===== src/rtl/irq_entry_seq.sv =====
module irq_entry_seq #(
  parameter int ADDR_W   = 32,
  parameter int CNT_W    = 16,
  parameter int VEC_W    = 8,
  parameter int MASK_LSB = 4
) (
  input  logic              clk,
  input  logic              rst_n,
  input  logic              req_valid,
  input  logic [1:0]        req_class,
  input  logic              req_dma_cap,
  input  logic [3:0]        req_prio,
  input  logic [VEC_W-1:0]  req_vec,
  output logic              req_ack,
  input  logic              cpu_done,
  input  logic [31:0]       cpu_sr,
  input  logic [31:0]       cpu_pc,
  input  logic [ADDR_W-1:0] cpu_sp,
  input  logic [ADDR_W-1:0] vbr,
  output logic              mem_req,
  output logic              mem_we,
  output logic [ADDR_W-1:0] mem_addr,
  output logic [31:0]       mem_wdata,
  input  logic              mem_ready,
  input  logic [31:0]       mem_rdata,
  output logic              fetch_req,
  output logic [31:0]       fetch_addr,
  output logic [ADDR_W-1:0] sp_new,
  output logic              sr_mask_we,
  output logic [3:0]        sr_mask_new,
  output logic [CNT_W-1:0]  lat_count
);

  localparam logic [1:0] CLS_NMI = 2'd0;
  localparam logic [1:0] CLS_PIN = 2'd2;
  localparam logic [ADDR_W-1:0] WORD = ADDR_W'(4);

  typedef enum logic [3:0] {
    S_IDLE, S_DMA, S_JUDGE, S_WAIT, S_PRE, S_SRW, S_PCW, S_VRD, S_POST, S_FETCH
  } st_t;

  st_t               state;
  logic [1:0]        ph;
  logic              pin_r;
  logic [3:0]        lvl_r;
  logic [VEC_W-1:0]  vec_r;
  logic [31:0]       sr_r, pc_r, vec_data_r;
  logic [ADDR_W-1:0] sp_r;
  logic [CNT_W-1:0]  lat_r;

  wire [3:0] cur_mask   = cpu_sr[MASK_LSB +: 4];
  wire       accept     = (state == S_IDLE) && req_valid &&
                          (req_class == CLS_NMI || req_prio > cur_mask);
  wire       judge_last = (state == S_JUDGE) && (ph == (pin_r ? 2'd2 : 2'd1));
  wire       go_exc     = (judge_last || state == S_WAIT) && cpu_done;

  assign req_ack     = accept;
  assign mem_req     = (state == S_SRW) || (state == S_PCW) || (state == S_VRD);
  assign mem_we      = (state == S_SRW) || (state == S_PCW);
  assign mem_addr    = (state == S_SRW) ? sp_r - WORD :
                       (state == S_PCW) ? sp_r - 2 * WORD :
                       vbr + ADDR_W'({vec_r, 2'b00});
  assign mem_wdata   = (state == S_SRW) ? sr_r : (state == S_PCW) ? pc_r : 32'h0;
  assign fetch_req   = (state == S_FETCH);
  assign fetch_addr  = vec_data_r;
  assign sp_new      = sp_r - 2 * WORD;
  assign sr_mask_we  = (state == S_FETCH);
  assign sr_mask_new = lvl_r;
  assign lat_count   = lat_r;

  always_ff @(posedge clk or negedge rst_n) begin
    if (!rst_n) begin
      state      <= S_IDLE;
      ph         <= '0;
      pin_r      <= 1'b0;
      lvl_r      <= '0;
      vec_r      <= '0;
      sr_r       <= '0;
      pc_r       <= '0;
      sp_r       <= '0;
      vec_data_r <= '0;
      lat_r      <= '0;
    end else begin
      if (state != S_IDLE && state != S_FETCH && lat_r != '1)
        lat_r <= lat_r + 1'b1;
      if (go_exc) begin
        sr_r  <= cpu_sr;
        pc_r  <= cpu_pc;
        sp_r  <= cpu_sp;
        ph    <= '0;
        state <= S_PRE;
      end
      case (state)
        S_IDLE: if (accept) begin
          pin_r <= (req_class == CLS_PIN);
          lvl_r <= (req_class == CLS_NMI) ? 4'd15 : req_prio;
          vec_r <= req_vec;
          lat_r <= CNT_W'(1);
          ph    <= '0;
          state <= (req_class == CLS_PIN || req_dma_cap) ? S_DMA : S_JUDGE;
        end
        S_DMA: begin
          ph    <= '0;
          state <= S_JUDGE;
        end
        S_JUDGE: if (!go_exc) begin
          ph <= ph + 1'b1;
          if (judge_last) state <= S_WAIT;
        end
        S_PRE: begin
          ph <= ph + 1'b1;
          if (ph == 2'd1) state <= S_SRW;
        end
        S_SRW: if (mem_ready) state <= S_PCW;
        S_PCW: if (mem_ready) state <= S_VRD;
        S_VRD: if (mem_ready) begin
          vec_data_r <= mem_rdata;
          ph         <= '0;
          state      <= S_POST;
        end
        S_POST: begin
          ph <= ph + 1'b1;
          if (ph == 2'd1) state <= S_FETCH;
        end
        S_FETCH: state <= S_IDLE;
        default: ;
      endcase
    end
  end

  assert_access_held_R6: assert property (@(posedge clk) disable iff (!rst_n)
    (mem_req && !mem_ready) |=> (mem_req && $stable(mem_addr) && $stable(mem_we) && $stable(mem_wdata)));

  assert_exc_after_done_R4: assert property (@(posedge clk) disable iff (!rst_n)
    (state == S_PRE && ph == 2'd0) |-> $past(cpu_done));

  assert_mask_rises_R9: assert property (@(posedge clk) disable iff (!rst_n)
    sr_mask_we |-> (lvl_r == 4'd15 || lvl_r > sr_r[MASK_LSB +: 4]));

  assert_fetch_single_R8: assert property (@(posedge clk) disable iff (!rst_n)
    fetch_req |=> (!fetch_req && !mem_req));

  assert_min_latency_R7: assert property (@(posedge clk) disable iff (!rst_n)
    fetch_req |-> (lat_count >= CNT_W'(10)));

  assert_no_ack_busy_R10: assert property (@(posedge clk) disable iff (!rst_n)
    req_ack |=> !req_ack);

endmodule


===== config.mk =====
export PLATFORM = sky130hd
export DESIGN_NAME = irq_entry_seq
export DESIGN_NICKNAME = d
export VERILOG_FILES = /design/src/rtl/irq_entry_seq.sv
export SDC_FILE = /design/constraint.sdc
export NUM_CORES = 1
export LEC_CHECK = 0
export ABC_AREA = 1
export BUFFER_PORTS_ARGS = -buffer_cell sky130_fd_sc_hd__buf_2
export CAP_MARGIN = 20
export CORE_MARGIN = 2
export CORE_UTILIZATION = 50
export DETAILED_ROUTE_END_ITERATION = 16
export PLACE_DENSITY = 0.79
export SYNTH_ARGS = -nofsm -noshare
export SYNTH_HDL_FRONTEND = slang
export SYNTH_SLANG_ARGS = --single-unit

===== constraint.sdc =====
create_clock -name clk -period 2.95 [get_ports clk]
set_clock_uncertainty 0.1 [all_clocks]
set_input_delay 0.1475 -clock clk [delete_from_list [all_inputs] [get_ports clk]]
set_output_delay 0.1475 -clock clk [all_outputs]
set_load 0.02 [all_outputs]

==> flow_summary.toml <==
[status]
status = "finished clean"

[floorplan]
core_sq_mm = 0.02023
num_io_pins = 333
dieHeight_um = 147.5
die_w_um = 147.5
die_area_sq_mm = 0.02176
core.rowCount = 52
start_util = 0.5088

[cells_and_area]
area_growth_syn_to_layout_pct = 38.56
drive_gt1_frac = 0.2308
finalInstanceArea_sq_mm = 0.01427
final_common_cell = "nand2_1"
layout_common_cells = "nand2_1 (550), buf_2 (331), dfrtp_1 (163)"
fillers = 1548
layout.nets = 2123
final_core_utilization = 0.7050

[placement]
dpl-instance-area_sq_mm = 0.01218
dp_slack_ns = 0.4846
dp_hpwl_um = 25470
gp_congestion = 0.9295
io_buffers = 332

[synthesis]
synth_area_sq_mm = 0.01030
synthMuxAreaShare = 0.03500
synthSimpleGateAreaFrac = 0.3469
syn-num-nets = 1664
avgSynthCellArea_sq_um = 7.023
syn_inst = 1466
yosysWarnings = 0
synth_top_family_by_area = "simple AND/OR/NAND/NOR gates"
synthAdderAreaFrac = 0.02260
synth_edf_count = 0
synth_compound_area_frac = 0.09369
ys_async_sr_fraction = 1.000
ys_types = 40
ys_ff_latch = 163
yosysSeqAreaShare = 0.3962
synth_flop_cell = "dfrtp_1"
synth_xor_area_frac = 0.02977

[sta]
rsz0062_at_grt = "false"
finalCritPeriodShare = 0.9376
worst_slew_pin_slew_ns = 0.7466
finalWorstSetupSlack_ns = 0.1840
timing_hold_violations_final = 0
fin_crit_ns = 2.766
drv_slew = 0
setup-violations-final = 0
fmax_mhz = 361.5
max_slew_margin = 0.5023
setup-tns-final_ns = 0

[cts]
clk_path_buf_depth = 2
cts_htree_levels = 4
worst_skew_pair.late_latency_ns = 0.43
cts_inserted_buffers = 17
cts.root.buffer_cell = "clkbuf_16"
post-cts-setup-buffers = 0
clk_pin_slew_worst_paths_ns = 0.07
cts.sinks = 163
cts_tree = "yes"

[routing]
avgRoutedWirePerCell_um = 17.78
first_pass_iters = 6
vias = 12080
drcViolationCount = 0
drt_iter0_drc = 1103
detail-route-antenna-nets = 0
via_per_inst = 5.464
wl_um = 39290

[power]
fin_total_pwr_uw = 5270
max-vdd-ir-drop_mv = 0.3706
power_density_mw_per_mm2 = 369.4
p_leak_uw = 0.007746

[global_route]
grt_pass1_wl_um = 61800
overflow = 0
grt_use_total = 0.3624
antenna_found_initial = 3
grt_max_degree = 126
first_global_vias = 11960

[critical_path]
cp.arrival_ns = 2.52
crit_path_end_kind = "primary output"
worstSetupStartpointType = "flop"
critPathKind = "reg -> out"
worstPathRequired_ns = 2.70
critPathMaxFanout = 34

[run]
drv_cap = 0

[worst_hold_path]
worst_hold_path_type = "in -> reg"
==> final timing paths <==
kind | endpoint | start | slack, ns | cells after the start
max | mem_addr[2] | state[1]$_DFF_PN0_ | 0.18 | 8
max in group asynchronous | pc_r[12]$_DFFE_PN0P_ | rst_n | 1.79 | 3
min in group asynchronous | fetch_addr[1]$_DFFE_PN0P_ | rst_n | 0.15 | 2
min reg2reg | pc_r[22]$_DFFE_PN0P_ | pc_r[22]$_DFFE_PN0P_ | 0.38 | 2
max reg2reg | pin_r$_DFFE_PN0P_ | state[2]$_DFF_PN0_ | 0.56 | 10
min | ph[0]$_DFF_PN0_ | req_valid | 0.03 | 6
==> synth_stat cells (9+ instances only) <==
library cell | number | area share
dfrtp_1 | 163 | 0.40
nor3_1 | 14 | 0.0068
xor2_1 | 32 | 0.027
ha_1 | 17 | 0.021
a22o_1 | 32 | 0.027
clkbuf_1 | 17 | 0.0062
nand4_1 | 21 | 0.013
o21ai_0 | 67 | 0.033
o21ai_1 | 9 | 0.0044
a21oi_1 | 50 | 0.024
nor2_1 | 126 | 0.046
buf_2 | 24 | 0.012
nand3_1 | 113 | 0.055
nor2_2 | 10 | 0.0061
nand2_1 | 552 | 0.20
inv_1 | 133 | 0.048
mux2_2 | 32 | 0.035
==> per-layer routing <==
| metal | vias up | GRT usage | wire, um | share of wire |
|---|---|---|---|---|
| met5 | - | 0 | 0 | 0 |
| met1 | 5617 | 0.4382 | 14720 | 0.37 |
| li1 | 5614 | - | - | - |
| met4 | 0 | 0.1952 | 2257 | 0.057 |
| met2 | 695 | 0.6095 | 18900 | 0.48 |
| met3 | 150 | 0.07438 | 3405 | 0.087 |
==> worst max-delay path: stages (launching register included) <==
cell,delay [ns]
dfrtp_1,0.45
inv_2,0.09
nand2_1,0.11
nor2_4,0.33
inv_2,0.34
o21ai_0,0.17
a21oi_1,0.06
a21oi_1,0.30
buf_2,0.24
==> state kept, by name, summed over array words and instances (netlist names) <==
name and cells:
state 4, pin_r 1, fetch_addr 32, pc_r 32, sr_r 32, ph 2, sp_r 32, lat_count 16
sr_mask_new 4, vec_r 8
==> repair_timing <==
item,CTS,global route
endpoints found under the hold margin,201,0
resized for setup,0,9
hold buffers,147,0
setup endpoints to repair,0,13
==> kinds of logic (layout without fill, tap and decap cells) <==
logic type                 after synthesis  in the layout
other                                    0              3
DFF                                    163            163
AOI/OAI and AO/OA                      165            165
muxes                                   32             32
and+or+nand+nor                        862            862
xor gates and xnor gates                35             35
buffers and inverters                  191            662
adders and majority gates               18             18
==> per-stage QoR <==
step / instances / hold slack, ns
after floorplan: 1466 / -0.2481
after global routing: 2208 / 0.04898
after detailed placement: 2029 / 0.06166
after global placement: 2029 / 0.06307
after CTS: 2207 / 0.008718
final: 2210 / 0.02872
==> where the power goes <==
group	switching, uW	internal, uW
logic	418	345
clock network	1090	1140
registers	24.9	2260
==> cell type report <==
type / instances / area [sq um] / area share
Antenna cell: 3 / 7.507 / 0.0005262
Tap cell: 270 / 337.8 / 0.02368
Inverter: 139 / 526.8 / 0.03692
Sequential cell: 163 / 4079 / 0.2859
Timing Repair Buffer: 492 / 3262 / 0.2286
Clock buffer: 17 / 425.4 / 0.02982
Multi-Input combinational cell: 1112 / 5470 / 0.3834
Clock inverter: 14 / 157.7 / 0.01105
Power figures use the tool's default switching activity.
